==> src/rtl/usr_pkg.sv <==
package usr_pkg;

    // Mode select encoding; the values are part of the block's interface.
    typedef enum logic [1:0] {
        MODE_HOLD = 2'b00,
        MODE_UP   = 2'b01,
        MODE_DOWN = 2'b10,
        MODE_LOAD = 2'b11
    } shift_mode_e;

endpackage

==> src/rtl/usr_next_state.sv <==
module usr_next_state
    import usr_pkg::*;
#(
    parameter int WIDTH = 8
) (
    input  shift_mode_e        mode,
    input  logic               ser_up,
    input  logic               ser_down,
    input  logic [WIDTH-1:0]   cur,
    input  logic [WIDTH-1:0]   par_in,
    output logic [WIDTH-1:0]   nxt
);
    localparam int MSB = WIDTH - 1;

    // One four-way selector per bit; the end bits take the serial inputs.
    for (genvar i = 0; i < WIDTH; i++) begin : g_bit
        logic from_below;
        logic from_above;

        if (i == 0) begin : g_low_end
            assign from_below = ser_up;
        end else begin : g_low_mid
            assign from_below = cur[i-1];
        end

        if (i == MSB) begin : g_high_end
            assign from_above = ser_down;
        end else begin : g_high_mid
            assign from_above = cur[i+1];
        end

        assign nxt[i] = (mode == MODE_LOAD) ? par_in[i]  :
                        (mode == MODE_UP)   ? from_below :
                        (mode == MODE_DOWN) ? from_above :
                                              cur[i];
    end

endmodule

==> src/rtl/usr_port_ctrl.sv <==
module usr_port_ctrl
    import usr_pkg::*;
(
    input  shift_mode_e mode,
    input  logic        oe_a_n,
    input  logic        oe_b_n,
    output logic        drive
);
    logic enables_on;
    logic port_is_input;

    assign enables_on    = ~(oe_a_n | oe_b_n);
    assign port_is_input = (mode == MODE_LOAD);
    assign drive         = enables_on & ~port_is_input;

endmodule

==> src/rtl/univ_shift_reg.sv <==
module univ_shift_reg
    import usr_pkg::*;
#(
    parameter int WIDTH = 8
) (
    input  logic             clk,
    input  logic             rst_n,
    input  logic [1:0]       mode,
    input  logic             ser_in_up,
    input  logic             ser_in_down,
    input  logic             oe_a_n,
    input  logic             oe_b_n,
    input  logic [WIDTH-1:0] par_in,
    output logic [WIDTH-1:0] par_out,
    output logic             par_drive,
    output logic             tap_lo,
    output logic             tap_hi
);
    localparam int MSB = WIDTH - 1;

    typedef struct packed {
        logic [WIDTH-1:0] bits;
    } reg_state_t;

    reg_state_t       st_d;
    reg_state_t       st_q;
    shift_mode_e      mode_sel;
    logic [WIDTH-1:0] nxt_bits;

    assign mode_sel = shift_mode_e'(mode);

    usr_next_state #(.WIDTH(WIDTH)) u_next (
        .mode     (mode_sel),
        .ser_up   (ser_in_up),
        .ser_down (ser_in_down),
        .cur      (st_q.bits),
        .par_in   (par_in),
        .nxt      (nxt_bits)
    );

    always_comb begin
        st_d      = st_q;
        st_d.bits = nxt_bits;
    end

    always_ff @(posedge clk or negedge rst_n) begin
        if (!rst_n) begin
            st_q <= '0;
        end else begin
            st_q <= st_d;
        end
    end

    assign par_out = st_q.bits;
    assign tap_lo  = st_q.bits[0];
    assign tap_hi  = st_q.bits[MSB];

    AST_RESET_CLEAR: assert property (@(posedge clk) !rst_n |-> (par_out == '0));
    AST_HOLD_KEEP: assert property (@(posedge clk) disable iff (!rst_n)
        (mode == 2'b00) |=> (par_out == $past(par_out)));
    AST_SHIFT_UP: assert property (@(posedge clk) disable iff (!rst_n)
        (mode == 2'b01) |=> (par_out == {$past(par_out[MSB-1:0]), $past(ser_in_up)}));
    AST_SHIFT_DOWN: assert property (@(posedge clk) disable iff (!rst_n)
        (mode == 2'b10) |=> (par_out == {$past(ser_in_down), $past(par_out[MSB:1])}));
    AST_LOAD_CAPTURE: assert property (@(posedge clk) disable iff (!rst_n)
        (mode == 2'b11) |=> (par_out == $past(par_in)));

    usr_port_ctrl u_port (
        .mode   (mode_sel),
        .oe_a_n (oe_a_n),
        .oe_b_n (oe_b_n),
        .drive  (par_drive)
    );

    AST_OE_GATES: assert property (@(posedge clk) disable iff (!rst_n)
        (oe_a_n || oe_b_n) |-> !par_drive);
    AST_LOAD_RELEASES: assert property (@(posedge clk) disable iff (!rst_n)
        (mode == 2'b11) |-> !par_drive);
    AST_TAP_LO: assert property (@(posedge clk) disable iff (!rst_n)
        tap_lo == par_out[0]);
    AST_TAP_HI: assert property (@(posedge clk) disable iff (!rst_n)
        tap_hi == par_out[MSB]);

endmodule

==> config.mk <==
export PLATFORM = sky130hd
export DESIGN_NAME = univ_shift_reg
export DESIGN_NICKNAME = d
export VERILOG_FILES = /design/src/rtl/usr_pkg.sv /design/src/rtl/usr_next_state.sv /design/src/rtl/usr_port_ctrl.sv /design/src/rtl/univ_shift_reg.sv
export SDC_FILE = /design/constraint.sdc
export NUM_CORES = 1
export LEC_CHECK = 0
export ABC_AREA = 1
export BUFFER_PORTS_ARGS = -buffer_cell sky130_fd_sc_hd__buf_2
export CORE_AREA = 3 3 40 42
export CTS_CLUSTER_SIZE = 25
export DETAILED_ROUTE_END_ITERATION = 10
export DIE_AREA = 0 0 43 45
export GPL_ROUTABILITY_DRIVEN = 0
export PLACE_DENSITY = 0.71
export SLEW_MARGIN = 5
export SYNTH_ARGS = -nofsm -noshare
export SYNTH_HDL_FRONTEND = slang
export SYNTH_HIERARCHICAL = 1
export SYNTH_SLANG_ARGS = --single-unit
==> constraint.sdc <==
create_clock -name clk -period 1.56 [get_ports clk]
set_input_delay 0 -clock clk [delete_from_list [all_inputs] [get_ports clk]]
set_output_delay 0 -clock clk [all_outputs]
set_load 0.03 [all_outputs]
==> impl_metrics.ini <==
[finish]
largest_register_ffs = 8
post-route-util = 0.5959
area.growth.synth_to_final_pct = 45.37
final_area_um2 = 765.7
antennaDiodeCount = 0
nets = 136
layout-drive-gt1-share = 0.2966

[synth]
synth_common_cells = 35 x nand2_1, 11 x nand3_1, 10 x inv_1
syn-num-nets = 99
syn_avg_cell_area_um2 = 6.346
yosysMostFrequentCell = nand2_1
ys_seq_area_frac = 0.3800
synth_seq_cells = 8
synthesis.instances = 83
synthTopCellsByArea = dfrtp_1 38%, nand2_1 25%, nand3_1 10%
ys.flop_type = dfrtp_1
synth_top_cell_area_share = 0.3800
synth_edf_count = 0
synth_top_area_cell = dfrtp_1
ys.warnings.count = 6
synthArstFlopShare = 1.000
syn_area_um2 = 526.8
synth_cell_type_count = 11

[drt]
vias = 602
ant_nets = 0
routed_wl_mm = 1.314
drt_pass1_iterations = 4
drtIter0Drc = 10
drc = 0
post_drt_wl_per_cell_um = 9.880
via_per_inst = 4.526

[critical_path]
timing.rr.start = par_out[5]
cpLargestDelayFamily = flip-flops
critPathSlowestCell = dfrtp_1
crit_type = register to output port
startpoint_type = register
endpoint_kind = output port
crit-reg2reg-capture = par_out[5]
worstPathArrival_ns = 0.84
cp.depth = 1
critPathMaxStageDelay_ns = 0.37
required_ns = 1.56
cp_num_buf_inv = 1
reg2regPathDepth = 4
cp_max_fo = 4
rrSetupSlack_ns = 0.73
path_cells = buf_2

[grt]
grt_max_degree = 13
grt_pass1_wl_mm = 2.152
grt_usage = 0.1564
grt_pass1_vias = 536
grt-ovfl-total = 0
antenna_found_initial = 0

[floorplan]
dieArea_um2 = 1935
num_io_pins = 27
core-area_um2 = 1285
initial_core_util = 0.4099
fp-row-count = 13
fp.dieW_um = 43
die_h_um = 45

[timing]
tns_ns = 0
finalSetupViolCount = 0
fin_crit_ns = 0.8356
relSlewSlack = 0.8599
worst_pin_slew_ns = 0.2101
drv_slew = 0
rsz0062_at_grt = no
fin_crit_sh = 0.5356
finClkSkew_ns = 0.001316
fmax_mhz = 1197
hold_viol = 0

[cts]
cts_inserted_buffers = 3
cts_max_level = 1
clock_latency_ns = 0.25
clockRootBuffer = clkbuf_4
cts_setup_buffers = 0
clock_path_buffers = 2
cts.sinks = 8
cts_tree = done
clk_transition_reported_paths_ns = 0.05

[run_status]
status = finished clean

[worst_hold_path]
worstHoldEndpoint = par_out[0]
hold_start = ser_in_up
hold_depth = 5
holdCritPathClass = primary input to register

[pwr]
p_per_area_nw_per_um2 = 888.8
ir_drop_uv = 442.0
p_leak_nw = 0.4606

[placement]
placed_area_um2 = 653.1
dpl.hpwl_um = 953.2
portBuffers = 26

[flow_run]
max_cap_viol_count = 0
through the flow:
stage / setup slack, ns / power (mW) / hold WS [ns] / std cells
after floorplan: 0.6310 / 0.4406 / -0.2956 / 83
after global placement: 0.7125 / 0.5115 / -0.1414 / 121
after detailed placement: 0.7317 / 0.5132 / -0.1423 / 121
after CTS: 0.7134 / 0.6926 / 0.05450 / 133
after global routing: 0.6701 / 0.7331 / 0.1166 / 133
final: 0.7244 / 0.6806 / 0.06448 / 133
cells in the final DEF (no fill, tap or decap):
cell / Yosys / layout
inv_1: 10 / 10
o21ai_0: 6 / 6
inv_2: 4 / 4
clkbuf_4: 0 / 3
buf_2: 0 / 26
nand2_4: 1 / 1
dlygate4sd3_1: 0 / 9
dfrtp_1: 8 / 8
nor2_1: 2 / 2
nand3_1: 11 / 11
nand2_1: 35 / 35
nand2_2: 1 / 1
o21ai_1: 2 / 2
area by class of cell:
| cell class | count | area (µm²) |
|---|---|---|
| Clock buffer | 3 | 22.52 |
| Inverter | 14 | 52.55 |
| Tap cell | 15 | 18.77 |
| Timing Repair Buffer | 35 | 220.2 |
| Sequential cell | 8 | 200.2 |
| Multi-Input combinational cell | 58 | 251.5 |
| Fill cell | 125 | 519.2 |
logic make-up after synthesis:
kind of cell / share of synthesized area
AOI/OAI and AO/OA: 0.07601
DFF: 0.3800
and+or+nand+nor: 0.4014
buffers and inverters: 0.1425
power breakdown:
part           switching, mW  internal, mW
sequential            0.0195         0.238
combinational          0.176        0.0915
clock                 0.0678        0.0878
timing repair:
item | in CTS | in global routing
gates resized for setup | 0 | 0
hold endpoints to repair | 16 | 0
hold buffers | 9 | 0
how the worst max path moves through the flow:
| stage | to | from | slack, ns |
|---|---|---|---|
| 5_1_grt | par_out[7] | par_out[6] | 0.67 |
| 3_3_place_gp | par_out[5] | par_out[5] | 0.71 |
| 6_report | par_out[5] | par_out[5] | 0.72 |
| 4_1_cts | par_out[5] | par_out[5] | 0.71 |
| 3_5_place_dp | par_out[5] | par_out[5] | 0.73 |
| 2_1_floorplan | par_out[5] | par_out[5] | 0.63 |
layer usage:
metal  global-route usage  vias to the layer above  share of wire
met4               0.1446                        0          0.035
met5                    0                        -              0
met2               0.2365                       20           0.45
met1               0.1878                      249           0.45
li1                     -                      327              -
met3              0.02789                        6          0.059
(Power assumes the default switching activity.)
